--- src/rtl/glyph_pkg.sv ---
package glyph_pkg;

    typedef enum logic {
        SRC_ROM = 1'b0,
        SRC_RAM = 1'b1
    } glyph_src_e;

    typedef struct packed {
        logic invert;
        logic blank;
    } glyph_attr_t;

endpackage

--- src/rtl/glyph_req_stage.sv ---
module glyph_req_stage
    import glyph_pkg::*;
#(
    parameter int CODE_W   = 8,
    parameter int ROW_W    = 4,
    parameter int VIS_ROWS = 10,
    parameter int RAM_BASE = 2048,
    localparam int ADDR_W  = CODE_W + ROW_W
) (
    input  logic              clk,
    input  logic              rst_n,
    input  logic              fetch,
    input  logic              band_start,
    input  logic              mode_in,
    input  logic [CODE_W-1:0] char_code,
    input  logic [ROW_W-1:0]  row_idx,
    output logic [ADDR_W-1:0] addr,
    output glyph_src_e        src,
    output glyph_attr_t       attr,
    output logic              req_valid,
    output logic              mode
);

    localparam logic [ADDR_W-1:0] RAM_BASE_A = ADDR_W'(RAM_BASE);

    typedef struct packed {
        logic [ADDR_W-1:0] addr;
        glyph_src_e        src;
        glyph_attr_t       attr;
        logic              valid;
        logic              mode;
    } req_t;

    req_t s_d, s_q;

    logic              eff_mode;
    logic              top_bit;
    logic [ADDR_W-1:0] rom_addr;
    logic [ADDR_W-1:0] ram_addr;

    always_comb begin
        // a strobe in the fetch cycle already steers that fetch
        eff_mode = band_start ? mode_in : s_q.mode;
        top_bit  = char_code[CODE_W-1];
        rom_addr = {char_code, row_idx};
        ram_addr = RAM_BASE_A | ADDR_W'({char_code[CODE_W-2:0], row_idx});

        s_d       = s_q;
        s_d.valid = fetch;
        if (band_start) begin
            s_d.mode = mode_in;
        end
        if (fetch) begin
            if (eff_mode && top_bit) begin
                s_d.addr = ram_addr;
                s_d.src  = SRC_RAM;
            end else begin
                s_d.addr = rom_addr;
                s_d.src  = SRC_ROM;
            end
            s_d.attr.invert = !eff_mode && top_bit;
            s_d.attr.blank  = int'(row_idx) >= VIS_ROWS;
        end
    end

    always_ff @(posedge clk) begin
        if (!rst_n) begin
            s_q <= '0;
        end else begin
            s_q <= s_d;
        end
    end

    assign addr      = s_q.addr;
    assign src       = s_q.src;
    assign attr      = s_q.attr;
    assign req_valid = s_q.valid;
    assign mode      = s_q.mode;

endmodule

--- src/rtl/glyph_data_stage.sv ---
module glyph_data_stage
    import glyph_pkg::*;
#(
    parameter int PIX_W = 8
) (
    input  logic             clk,
    input  logic             rst_n,
    input  logic             req_valid,
    input  glyph_attr_t      req_attr,
    input  logic [PIX_W-1:0] mem_rdata,
    output logic             rsp_valid,
    output glyph_attr_t      rsp_attr,
    output logic [PIX_W-1:0] next_byte
);

    typedef struct packed {
        logic             rsp_valid;
        glyph_attr_t      rsp_attr;
        logic [PIX_W-1:0] byte_val;
    } data_t;

    data_t s_d, s_q;

    always_comb begin
        s_d           = s_q;
        // the memory registers its output one clock after the address
        s_d.rsp_valid = req_valid;
        if (req_valid) begin
            s_d.rsp_attr = req_attr;
        end
        if (s_q.rsp_valid) begin
            if (s_q.rsp_attr.blank) begin
                s_d.byte_val = '0;
            end else if (s_q.rsp_attr.invert) begin
                s_d.byte_val = ~mem_rdata;
            end else begin
                s_d.byte_val = mem_rdata;
            end
        end
    end

    always_ff @(posedge clk) begin
        if (!rst_n) begin
            s_q <= '0;
        end else begin
            s_q <= s_d;
        end
    end

    assign rsp_valid = s_q.rsp_valid;
    assign rsp_attr  = s_q.rsp_attr;
    assign next_byte = s_q.byte_val;

endmodule

--- src/rtl/glyph_shifter.sv ---
module glyph_shifter #(
    parameter int PIX_W     = 8,
    parameter bit MSB_FIRST = 1'b1,
    localparam int CNT_W    = $clog2(PIX_W)
) (
    input  logic             clk,
    input  logic             rst_n,
    input  logic             pix_en,
    input  logic [PIX_W-1:0] load_byte,
    output logic             fetch,
    output logic             pixel
);

    localparam logic [CNT_W-1:0] LAST = CNT_W'(PIX_W - 1);

    typedef struct packed {
        logic [CNT_W-1:0] cnt;
        logic [PIX_W-1:0] shift;
    } shf_t;

    shf_t s_d, s_q;
    logic [PIX_W-1:0] shifted;

    generate
        if (MSB_FIRST) begin : g_msb_first
            assign shifted = {s_q.shift[PIX_W-2:0], 1'b0};
            assign pixel   = s_q.shift[PIX_W-1];
        end else begin : g_lsb_first
            assign shifted = {1'b0, s_q.shift[PIX_W-1:1]};
            assign pixel   = s_q.shift[0];
        end
    endgenerate

    always_comb begin
        s_d = s_q;
        if (pix_en) begin
            if (s_q.cnt == LAST) begin
                s_d.cnt   = '0;
                s_d.shift = load_byte;
            end else begin
                s_d.cnt   = s_q.cnt + 1'b1;
                s_d.shift = shifted;
            end
        end
    end

    always_ff @(posedge clk) begin
        if (!rst_n) begin
            s_q <= '0;
        end else begin
            s_q <= s_d;
        end
    end

    assign fetch = pix_en && (s_q.cnt == '0);

endmodule

--- src/rtl/glyph_row_fetch.sv ---
module glyph_row_fetch
    import glyph_pkg::*;
#(
    parameter int CODE_W    = 8,
    parameter int ROW_W     = 4,
    parameter int PIX_W     = 8,
    parameter int VIS_ROWS  = 10,
    parameter int RAM_BASE  = 2048,
    parameter bit MSB_FIRST = 1'b1,
    localparam int ADDR_W   = CODE_W + ROW_W
) (
    input  logic              clk,
    input  logic              rst_n,
    input  logic              pix_en,
    input  logic              band_start,
    input  logic              mode_in,
    input  logic [CODE_W-1:0] char_code,
    input  logic [ROW_W-1:0]  row_idx,
    input  logic [PIX_W-1:0]  mem_rdata,
    output logic [ADDR_W-1:0] mem_addr,
    output logic              mem_src_ram,
    output logic              pixel_out
);

    logic         fetch;
    glyph_src_e   src;
    glyph_attr_t  req_attr;
    logic         req_valid;
    logic         mode_q;
    logic         rsp_valid;
    glyph_attr_t  rsp_attr;
    logic [PIX_W-1:0] next_byte;

    glyph_req_stage #(
        .CODE_W   (CODE_W),
        .ROW_W    (ROW_W),
        .VIS_ROWS (VIS_ROWS),
        .RAM_BASE (RAM_BASE)
    ) req_i (
        .clk        (clk),
        .rst_n      (rst_n),
        .fetch      (fetch),
        .band_start (band_start),
        .mode_in    (mode_in),
        .char_code  (char_code),
        .row_idx    (row_idx),
        .addr       (mem_addr),
        .src        (src),
        .attr       (req_attr),
        .req_valid  (req_valid),
        .mode       (mode_q)
    );

    glyph_data_stage #(
        .PIX_W (PIX_W)
    ) data_i (
        .clk       (clk),
        .rst_n     (rst_n),
        .req_valid (req_valid),
        .req_attr  (req_attr),
        .mem_rdata (mem_rdata),
        .rsp_valid (rsp_valid),
        .rsp_attr  (rsp_attr),
        .next_byte (next_byte)
    );

    glyph_shifter #(
        .PIX_W     (PIX_W),
        .MSB_FIRST (MSB_FIRST)
    ) shf_i (
        .clk       (clk),
        .rst_n     (rst_n),
        .pix_en    (pix_en),
        .load_byte (next_byte),
        .fetch     (fetch),
        .pixel     (pixel_out)
    );

    assign mem_src_ram = (src == SRC_RAM);

endmodule

--- config.mk ---
export PLATFORM = sky130hd
export DESIGN_NAME = glyph_row_fetch
export DESIGN_NICKNAME = d
export VERILOG_FILES = /design/src/rtl/glyph_pkg.sv /design/src/rtl/glyph_req_stage.sv /design/src/rtl/glyph_data_stage.sv /design/src/rtl/glyph_shifter.sv /design/src/rtl/glyph_row_fetch.sv
export SDC_FILE = /design/constraint.sdc
export NUM_CORES = 1
export LEC_CHECK = 0
export CORE_MARGIN = 2
export CORE_UTILIZATION = 53
export CTS_BUF_LIST = sky130_fd_sc_hd__clkbuf_4 sky130_fd_sc_hd__clkbuf_8 sky130_fd_sc_hd__clkbuf_16
export CTS_CLUSTER_DIAMETER = 30
export DETAILED_ROUTE_END_ITERATION = 10
export PLACE_DENSITY_LB_ADDON = 0.05
export RECOVER_POWER = 25
export SYNTH_ARGS = -nofsm -noshare
export SYNTH_HDL_FRONTEND = slang
export SYNTH_SLANG_ARGS = --single-unit
export TNS_END_PERCENT = 20
--- constraint.sdc ---
create_clock -name clk -period 1.9 [get_ports clk]
set_input_delay 0.38 -clock clk [delete_from_list [all_inputs] [get_ports clk]]
set_output_delay 0.38 -clock clk [all_outputs]
set_load 0.02 [all_outputs]
After elaboration in Yosys (flattened, before gate mapping)
Cells that the tools add are included.
- flip-flop bits (word level): 39
- bits of input ports: 25
- logic and storage cells: 26
- output and inout port bits: 14
- $add $sub $neg: 1
- eq/ne operators: 1
- reduce and logical (&&, ||, !) cells: 5
- multiplexer cells: 5
- magnitude comparators: 1
- bitwise gates (word level): 1
- operators by type and width (operator ; count):
    $mux 8 ; 2
    $mux 13 ; 1
    $mux 11 ; 1
    $not 8->8 ; 1
    $ge 4x4->1 const B ; 1
    $add 3x1->3 const B ; 1
    $eq 3x3->1 const B ; 1
    $logic_and 1x1->1 ; 3
    $logic_not 3->1 ; 1
    $logic_not 1->1 ; 1
    $mux 1 ; 1

Logic depth before layout (Yosys ltp)
Gate-level depths: netlist of the first run.
- depth in word-level cells: 3
- depth in mapped cells: 7
- mapped depth without buffers: 5

Hierarchy
From an unflattened synthesis of the first run, not the netlist that was laid out.
- cell total of the unflattened synthesis: 153
- area, all modules: 1661.6 µm²
- by module, submodules not included (module ; times used ; area each (µm²) ; cells an instance):
    glyph_req_stage ; 1 ; 663.1 ; 56
    glyph_shifter ; 1 ; 530.5 ; 54
    glyph_data_stage ; 1 ; 467.9 ; 43

Least setup slack after synthesis of the first run
No wires, ideal clock.
- kind: flip-flop to flip-flop
- start: register shf_i.s_q[8] (netlist name)
- end: register req_i.s_q, in the netlist req_i.req_valid
- library setup time: 115 ps
- path slack: 607 ps
- required time: 1785 ps
- cell stages (with the launch flop): 7
- clock period less this slack: 1293 ps
- data arrival time: 1179 ps
- cell sequence: dfxtp_1 -> inv_1 -> ha_1 -> and3b_1 -> buf_4 -> buf_6 -> and2_1
- longest elaborated chain between the ends: 2
- ends and longest elaborated chain (what ; line ; text):
    from (decl) ; glyph_shifter.sv:21 ; shf_t s_d, s_q;
    from (signal assigned) ; glyph_shifter.sv:49 ; s_q <= '0;
    from (signal assigned) ; glyph_shifter.sv:51 ; s_q <= s_d;
    $logic_not 3->1 ; glyph_shifter.sv:55 ; assign fetch = pix_en && (s_q.cnt == '0);
    $logic_and 1x1->1 ; glyph_shifter.sv:55 ;
    to (signal assigned) ; glyph_req_stage.sv:68 ; s_q <= '0;
    to (signal assigned) ; glyph_req_stage.sv:70 ; s_q <= s_d;
    to (decl) ; glyph_req_stage.sv:34 ; req_t s_d, s_q;
Every way passes these cells.
A chain may end at the register's enable or synchronous reset.

Worst setup path after layout of the first run
- start: register req_i.s_q, in the netlist req_i.addr[4]
- end: output mem_addr[4]
- RTL lines (what ; line ; text):
    to (decl) ; glyph_row_fetch.sv:20 ; output logic [ADDR_W-1:0] mem_addr,
No word-level cell between the ends.

==> flow_metrics.env, run 1 <==
export IMPL_insertion_delay_ns=0.34
export IMPL_ys_ff_latch=39
export IMPL_yosys_warnings=0
export IMPL_tritoncts="built"
export IMPL_grt_overflow=0
export IMPL_finalMaxSlewViolations=0
export IMPL_drive_gt1_share_pct=9.39
export IMPL_setup_violations=0
export IMPL_num_vias=1269
export IMPL_startpoint_type="register"
export IMPL_initial_core_util_pct=55.5
export IMPL_crit_slowest_cell="clkdlybuf4s50_1"
export IMPL_grt_pass1_wl_mm=5.23
export IMPL_ys_async_sr_fraction_pct=0
export IMPL_synth_most_common_cell="dfxtp_1"
export IMPL_finalHoldViolCount=0
export IMPL_gp_congestion=0.723
export IMPL_die_y_um=60.5
export IMPL_diodes=0
export IMPL_synth_top_area_share_pct=46.1
export IMPL_ant_nets=0
export IMPL_fmax_ghz=0.590
export IMPL_syn_to_final_growth_pct=27.1
export IMPL_finalClockSkew_ns=0.00476
export IMPL_fin_crit_ns=1.69
export IMPL_totalWireLength_mm=3.15
export IMPL_cts_sinks=39
export IMPL_synth_cell_types=24
export IMPL_drt_iter0_drc=24
export IMPL_worstPathRequired_ns=1.52
export IMPL_fin_crit_sh_pct=89.2
export IMPL_synth_ff_type="dfxtp_1"
export IMPL_ys_seq_area_share_pct=46.1
export IMPL_ctsResizeCount=0
export IMPL_critPathKind="reg2out"
export IMPL_num_io_pins=39
export IMPL_max_slew_margin_rel_pct=38.4
export IMPL_cts_htree_levels=2
export IMPL_tns_ns=0
export IMPL_clk_pin_slew_ns=0.10
export IMPL_std_cell_rows=20
export IMPL_die_width_um=60.5
export IMPL_syn_avg_cell_area_um2=9.63
export IMPL_grt_max_degree=28
export IMPL_regArea_um2=781
export IMPL_synth_area_leaders="dfxtp_1, mux2i_1, nand2_1"
export IMPL_synth_edf_count=0
export IMPL_arrival_ns=1.31
export IMPL_crit_path_end_kind="output pin"
export IMPL_fp_dieArea_um2=3660
export IMPL_ctsHoldBuffers=0
export IMPL_detailed_place_hpwl_mm=2.29
export IMPL_antenna_found_initial=0
export IMPL_critPathMaxFanout=2
export IMPL_post_drt_wl_per_cell_um=12.3
export IMPL_port_buffers=38
export IMPL_tightest_slew_ns=0.923
export IMPL_rsz0062_at_grt="no"
export IMPL_track_usage_pct=19.9
export IMPL_cpLargestDelayFamily="buffers and inverters"
export IMPL_fillCellCount=258
export IMPL_fp_coreArea_um2=3050
export IMPL_dp_cells=249
export IMPL_synth_common_cells="dfxtp_1, nand2_1, mux2i_1"
export IMPL_worstHoldPathType="reg2reg"
export IMPL_power_density_nw_per_um2=761
export IMPL_power_w=0.00164
export IMPL_clock_path_buffers=2
export IMPL_numCtsBuffers=5
export IMPL_path_buf_inv=1
export IMPL_run_status="finished, final reports clean"
export IMPL_first_pass_iters=4
export IMPL_max_cap_viol_count=0
export IMPL_nNetsFinal=240
export IMPL_slowest_delay_ns=0.61
export IMPL_post_cts_buffers=0
export IMPL_syn_area_um2=1690
export IMPL_drc_errors=0
export IMPL_p_leak_nw=0.851
export IMPL_layoutNonFillerInstCount=257
export IMPL_yosysTopAreaCell="dfxtp_1"
export IMPL_viasPerCell=4.94
export IMPL_cts_root_buf="clkbuf_4"
export IMPL_grt_pass1_vias=1209
export IMPL_synthCells=176
export IMPL_multi_input_area_um2=805
export IMPL_path_cells="clkdlybuf4s50_1"
export IMPL_peakVddDrop_mv=0.477
export IMPL_synth_fp_nets=204
tightest hold or removal path, delay by kind of cell, from the launching register on:
family | cells | cell delay [ns]
flops | 1 | 0.32
simple gates | 1 | 0.07
compound gates | 1 | 0.05
layout make-up:
class	instances	share of cell area, %
Clock buffer	8	3.37
Timing Repair Buffer	42	18.7
Multi-Input combinational cell	114	37.4
Sequential cell	39	36.3
Tap cell	44	2.56
Inverter	10	1.74
cell usage in the layout, fill, tap and decap left out, types with 2 or more instances in the layout:
cell type | netlist | layout
nand3_1 | 3 | 3
buf_4 | 2 | 2
xnor2_1 | 8 | 8
a21boi_2 | 8 | 8
clkbuf_8 | 0 | 2
clkbuf_4 | 0 | 6
clkdlybuf4s50_1 | 0 | 37
dfxtp_1 | 39 | 39
o22ai_1 | 8 | 8
ha_1 | 3 | 3
nand2_1 | 34 | 34
mux2i_1 | 13 | 13
o211a_1 | 7 | 7
a21boi_0 | 6 | 6
inv_1 | 10 | 10
nand2b_1 | 2 | 2
and2_1 | 10 | 7
and2_0 | 0 | 3
clkbuf_1 | 4 | 2
nor2b_1 | 6 | 6
state kept, by name (all words and copies together) (netlist names):
| name | count |
|---|---|
| req_i.mode | 1 |
| req_i.req_valid | 1 |
| data_i.rsp_valid | 1 |
| req_i.src | 1 |
| shf_i.pixel | 1 |
| data_i.next_byte | 8 |
| req_i.addr | 12 |
| shf_i.s_q | 10 |
| req_i.attr | 2 |
| data_i.rsp_attr | 2 |
per-layer routing:
metal  up-vias  share of wire (%)  track usage (%)
met5         -                  0                0
met4         0                2.4             11.2
met3         6                4.2             5.54
met2        30                 51             35.4
met1       581                 43             21.1
li1        652                  -                -
through the flow:
stage	utilization, %	hold WS, ns	instance area (um^2)	worst slack [ns]
3_5_place_dp	68.4	0.461	2090	0.224
4_1_cts	70.8	0.474	2160	0.198
3_3_place_gp	68.4	0.459	2090	0.264
5_1_grt	70.5	0.499	2150	0.108
6_report	70.5	0.472	2150	0.206
2_1_floorplan	-	0.441	1690	0.607
final timing paths:
check	start	to	slack, ns	cells past startpoint
worst max-delay path	req_i.addr[4]	mem_addr[4]	0.21	1
worst min-delay path	req_i.addr[7]	req_i.addr[7]	0.47	2
worst max register to register	shf_i.s_q[8]	shf_i.s_q[1]	0.37	5
worst min register to register	req_i.addr[7]	req_i.addr[7]	0.47	2
where the power goes:
part / internal (W) / switching, W
Combinational: 0.000145 / 0.000124
Sequential: 0.000862 / 0.0000286
Clock: 0.000232 / 0.000248
Total: 0.00124 / 0.000400
cell families after synthesis:
family                     Yosys count  share of synthesized area (%)
adders and majority gates            3                           2.22
and+or+nand+nor                     58                           17.0
muxes                               13                           7.68
DFF                                 39                           46.1
xor gates and xnor gates             8                           4.14
AOI/OAI and AO/OA                   32                           16.5
buffers and inverters               23                           6.43
No activity file was read; power rests on OpenSTA's default activity.
==> run 2, diff against run 1 <==
CORE_ASPECT_RATIO = 0.5   (was unset)
CORE_UTILIZATION = 39   (was 53)
GPL_ROUTABILITY_DRIVEN = 0   (was unset)
==> run 2 against run 1 <==
Setup slack better by 0.070 ns. Global-route usage down 5.3 points. Sequential share of layout area shrank 1.2 points. Clock skew shrank 0.0019 ns. Die area is 34% higher. Highest routed layer unchanged. Sequential cell count unchanged. Utilization fell by 15 points.
==> flow_metrics.env, run 2 (synthesized netlist as in run 1, its figures left out) <==
export IMPL_fmax_ghz=0.616
export IMPL_ff2ff_setup_slack_ns=0.39
export IMPL_finalClockSkew_ns=0.00282
export IMPL_tns_ns=0
export IMPL_cts_root_buf="clkbuf_8"
export IMPL_die_width_um=97.2
export IMPL_grt_pass1_wl_mm=5.54
export IMPL_cpLargestDelayFamily="buffers and inverters"
export IMPL_postLayoutCoreUtil_pct=55.3
export IMPL_max_cap_viol_count=0
export IMPL_p_leak_nw=0.879
export IMPL_cts_htree_levels=2
export IMPL_num_io_pins=39
export IMPL_clock_path_buffers=2
export IMPL_slowest_delay_ns=0.63
export IMPL_insertion_delay_ns=0.29
export IMPL_largest_reg_flops=12
export IMPL_totalWireLength_mm=3.22
export IMPL_layout_common_cells="dfxtp_1, clkdlybuf4s50_1, nand2_1, mux2i_1, inv_1"
export IMPL_ctsResizeCount=0
export IMPL_critPathKind="reg2out"
export IMPL_initial_core_util_pct=42.1
export IMPL_post_drt_wl_per_cell_um=12.0
export IMPL_power_w=0.00179
export IMPL_std_cell_rows=16
export IMPL_tightest_slew_ns=0.518
export IMPL_peakVddDrop_mv=0.302
export IMPL_dp_cells=261
export IMPL_layoutNonFillerInstCount=269
export IMPL_critPathMaxFanout=2
export IMPL_setup_violations=0
export IMPL_num_vias=1254
export IMPL_worstHoldPathType="reg2reg"
export IMPL_arrival_ns=1.24
export IMPL_viasPerCell=4.66
export IMPL_antenna_found_initial=0
export IMPL_min_from="req_i.addr[2]"
export IMPL_crit_slowest_cell="clkdlybuf4s50_1"
export IMPL_finalMaxSlewViolations=0
export IMPL_worstPathRequired_ns=1.52
export IMPL_layout_commonest_cell="dfxtp_1"
export IMPL_nNetsFinal=242
export IMPL_max_slew_margin_rel_pct=65.4
export IMPL_cts_sinks=39
export IMPL_fillCellCount=397
export IMPL_rsz0062_at_grt="no"
export IMPL_fin_crit_sh_pct=85.5
export IMPL_track_usage_pct=14.6
export IMPL_ant_nets=0
export IMPL_reg2reg_from="shf_i.s_q[8]"
export IMPL_crit_path_end_kind="output pin"
export IMPL_power_density_nw_per_um2=804
export IMPL_run_status="finished, final reports clean"
export IMPL_grt_max_degree=21
export IMPL_grt_overflow=0
export IMPL_detailed_place_hpwl_mm=2.27
export IMPL_path_buf_inv=1
export IMPL_tritoncts="built"
export IMPL_drive_gt1_share_pct=10.2
export IMPL_ctsHoldBuffers=0
export IMPL_path_cells="clkdlybuf4s50_1"
export IMPL_startpoint="req_i.addr[11]"
export IMPL_fp_coreArea_um2=4020
export IMPL_grt_pass1_vias=1192
export IMPL_port_buffers=38
export IMPL_numCtsBuffers=5
export IMPL_post_cts_buffers=0
export IMPL_drc_errors=0
export IMPL_startpoint_type="register"
export IMPL_clk_pin_slew_ns=0.07
export IMPL_die_y_um=50.6
export IMPL_finalHoldViolCount=0
export IMPL_fin_crit_ns=1.62
export IMPL_syn_to_final_growth_pct=31.3
export IMPL_diodes=0
export IMPL_drt_iter0_drc=39
export IMPL_first_pass_iters=4
export IMPL_fp_dieArea_um2=4920
run 2: cell types whose count changed in the layout (fill, tap and decap cells not counted):
cell	change
buf_4	+1
clkbuf_4	-5
buf_12	+1
clkbuf_8	+5
run 2: worst paths after layout:
check                                endpoint  depth (start not counted)
worst min-delay path            req_i.addr[2]                          2
worst max-delay path             mem_addr[11]                          1
worst min register to register  req_i.addr[2]                          2
worst max register to register   shf_i.s_q[6]                          5
run 2: final cells by class:
cell class	instances	area [um^2]	area share, %
clock buffers	8	104	4.67
multi-input cells	114	805	36.2
repair buffers	44	430	19.3
well taps	54	67.6	3.04
flip-flops and latches	39	781	35.1
inverters	10	37.5	1.69
run 2: per-layer routing:
layer / wire length, um / up-vias / GRT usage (%)
met1: 1660 / 560 / 19.0
met4: 32 / 0 / 6.25
met5: 0 / - / 0
met3: 249 / 6 / 7.24
met2: 1280 / 32 / 20.4
li1: - / 656 / -
run 2: per-stage QoR:
step | cell area [um^2] | worst slack, ns | hold slack, ns
floorplan | 1690 | 0.607 | 0.441
global placement | 2130 | 0.238 | 0.454
detailed placement | 2130 | 0.174 | 0.458
CTS | 2230 | 0.247 | 0.469
global route | 2220 | 0.214 | 0.488
finish | 2220 | 0.275 | 0.464
run 2: report_power, final:
group          internal (W)  switching, W
clock network      0.000345      0.000277
registers          0.000862     0.0000276
logic              0.000152      0.000125
total               0.00136      0.000430
==> run 3, diff against run 2 <==
SLEW_MARGIN = 20   (was unset)
clock period = 1.71 ns   (was 1.9 ns; I/O delays follow)
==> run 3 against run 2 <==
Sequential share of layout area grew 0.079 points. Utilization shrank 0.12 points. Sequential cell count is the same. Die area is the same. Global-route usage shrank 0.20 points. Hold slack gained 0.0038 ns. First-iteration DRC count shrank 51%. Critical path type unchanged. Largest cell class unchanged. Largest power group unchanged.
==> flow_metrics.env, run 3 (synthesized netlist as in run 1, its figures left out) <==
export IMPL_ctsResizeCount=0
export IMPL_fin_crit_ns=1.59
export IMPL_clock_path_buffers=2
export IMPL_crit_path_end_kind="output pin"
export IMPL_totalWireLength_mm=3.22
export IMPL_finalHoldViolCount=0
export IMPL_clk_pin_slew_ns=0.07
export IMPL_finalClockSkew_ns=0.00535
export IMPL_r2r_end="shf_i.s_q[1]"
export IMPL_drt_iter0_drc=19
export IMPL_cpLargestDelayFamily="buffers and inverters"
export IMPL_tightest_slew_ns=0.521
export IMPL_p_leak_nw=0.883
export IMPL_placed_area_um2=2140
export IMPL_fp_dieArea_um2=4920
export IMPL_tns_ns=0
export IMPL_ctsHoldBuffers=0
export IMPL_num_io_pins=39
export IMPL_hold_path_endpoint="req_i.attr[0]"
export IMPL_crit_slowest_cell="clkdlybuf4s50_1"
export IMPL_fillCellCount=375
export IMPL_finalMaxSlewViolations=0
export IMPL_ff2ff_setup_slack_ns=0.35
export IMPL_cts_root_buf="clkbuf_8"
export IMPL_num_vias=1262
export IMPL_design_area_um2=2220
export IMPL_cts_htree_levels=2
export IMPL_critPathMaxFanout=2
export IMPL_largest_reg_flops=12
export IMPL_grt_pass1_vias=1215
export IMPL_track_usage_pct=14.4
export IMPL_layout_setup_ws_ns=0.117
export IMPL_std_cell_rows=16
export IMPL_detailed_place_hpwl_mm=2.29
export IMPL_numCtsBuffers=5
export IMPL_post_drt_wl_per_cell_um=11.8
export IMPL_layout_common_cells="dfxtp_1, clkdlybuf4s50_1, nand2_1, mux2i_1, inv_1"
export IMPL_path_buf_inv=1
export IMPL_first_pass_iters=4
export IMPL_path_cells="clkdlybuf4s50_1"
export IMPL_die_y_um=50.6
export IMPL_rr_worst_depth=6
export IMPL_die_width_um=97.2
export IMPL_ant_nets=0
export IMPL_drc_errors=0
export IMPL_antenna_found_initial=0
export IMPL_arrival_ns=1.25
export IMPL_tritoncts="built"
export IMPL_worstPathRequired_ns=1.37
export IMPL_insertion_delay_ns=0.28
export IMPL_min_from="req_i.attr[0]"
export IMPL_grt_pass1_wl_mm=5.51
export IMPL_grt_overflow=0
export IMPL_initial_core_util_pct=42.1
export IMPL_power_density_nw_per_um2=863
export IMPL_power_w=0.00192
export IMPL_run_status="finished, final reports clean"
export IMPL_max_cap_viol_count=0
export IMPL_fmax_ghz=0.628
export IMPL_drive_gt1_share_pct=11.5
export IMPL_slowest_delay_ns=0.62
export IMPL_max_slew_margin_rel_pct=65.2
export IMPL_dp_cells=264
export IMPL_startpoint_type="register"
export IMPL_dp_slack_ns=0.144
export IMPL_whs_path_depth=2
export IMPL_critPathKind="reg2out"
export IMPL_peakVddDrop_mv=0.324
export IMPL_viasPerCell=4.64
export IMPL_nNetsFinal=245
export IMPL_diodes=0
export IMPL_grt_max_degree=17
export IMPL_fin_crit_sh_pct=93.1
export IMPL_layout_commonest_cell="dfxtp_1"
export IMPL_setup_violations=0
export IMPL_rsz0062_at_grt="no"
export IMPL_syn_to_final_growth_pct=31.0
export IMPL_reg2reg_from="shf_i.s_q[8]"
export IMPL_worstHoldPathType="reg2reg"
export IMPL_port_buffers=38
export IMPL_fp_coreArea_um2=4020
export IMPL_layoutNonFillerInstCount=272
export IMPL_post_cts_buffers=0
export IMPL_cts_sinks=39
## run 3: per-stage QoR
stage | util, % | hold slack, ns
after CTS | 55.3 | 0.473
after detailed placement | 53.1 | 0.462
after global routing | 55.2 | 0.489
final | 55.2 | 0.468
after floorplan | - | 0.441
after global placement | 53.1 | 0.450
## run 3: where the power goes
group	leakage, nW	switching [W]	internal (W)
registers	0.319	0.0000287	0.000958
logic	0.515	0.000140	0.000168
clock network	0.0491	0.000303	0.000318
total	0.883	0.000472	0.00144
## run 3: final cells by class
class                           count  area [um^2]  area share (%)
Inverter                           10         37.5            1.69
Multi-Input combinational cell    114          805            36.2
Timing Repair Buffer               47          440            19.8
Clock inverter                      1         5.00           0.225
Tap cell                           54         67.6            3.04
Sequential cell                    39          781            35.2
Clock buffer                        7         83.8            3.78
## run 3: layer usage
layer  GRT usage [%]  vias to the layer above  part of all wire (%)
li1                -                      658                     -
met1            18.6                      569                    51
met2            21.2                       32                    41
met3            7.38                        3                   8.1
met4            4.17                        0                  0.53
met5               0                        -                     0
## run 3: worst max-delay path by stage
stage,start,end,slack [ns],depth (start not counted)
finish,req_i.addr[1],mem_addr[1],0.12,1
global route,req_i.addr[7],mem_addr[7],0.06,1
CTS,req_i.addr[11],mem_addr[11],0.10,1
detailed placement,pix_en,req_i.addr[0],0.14,5
global placement,pix_en,req_i.addr[2],0.19,5
floorplan,shf_i.s_q[8],req_i.req_valid,0.42,6
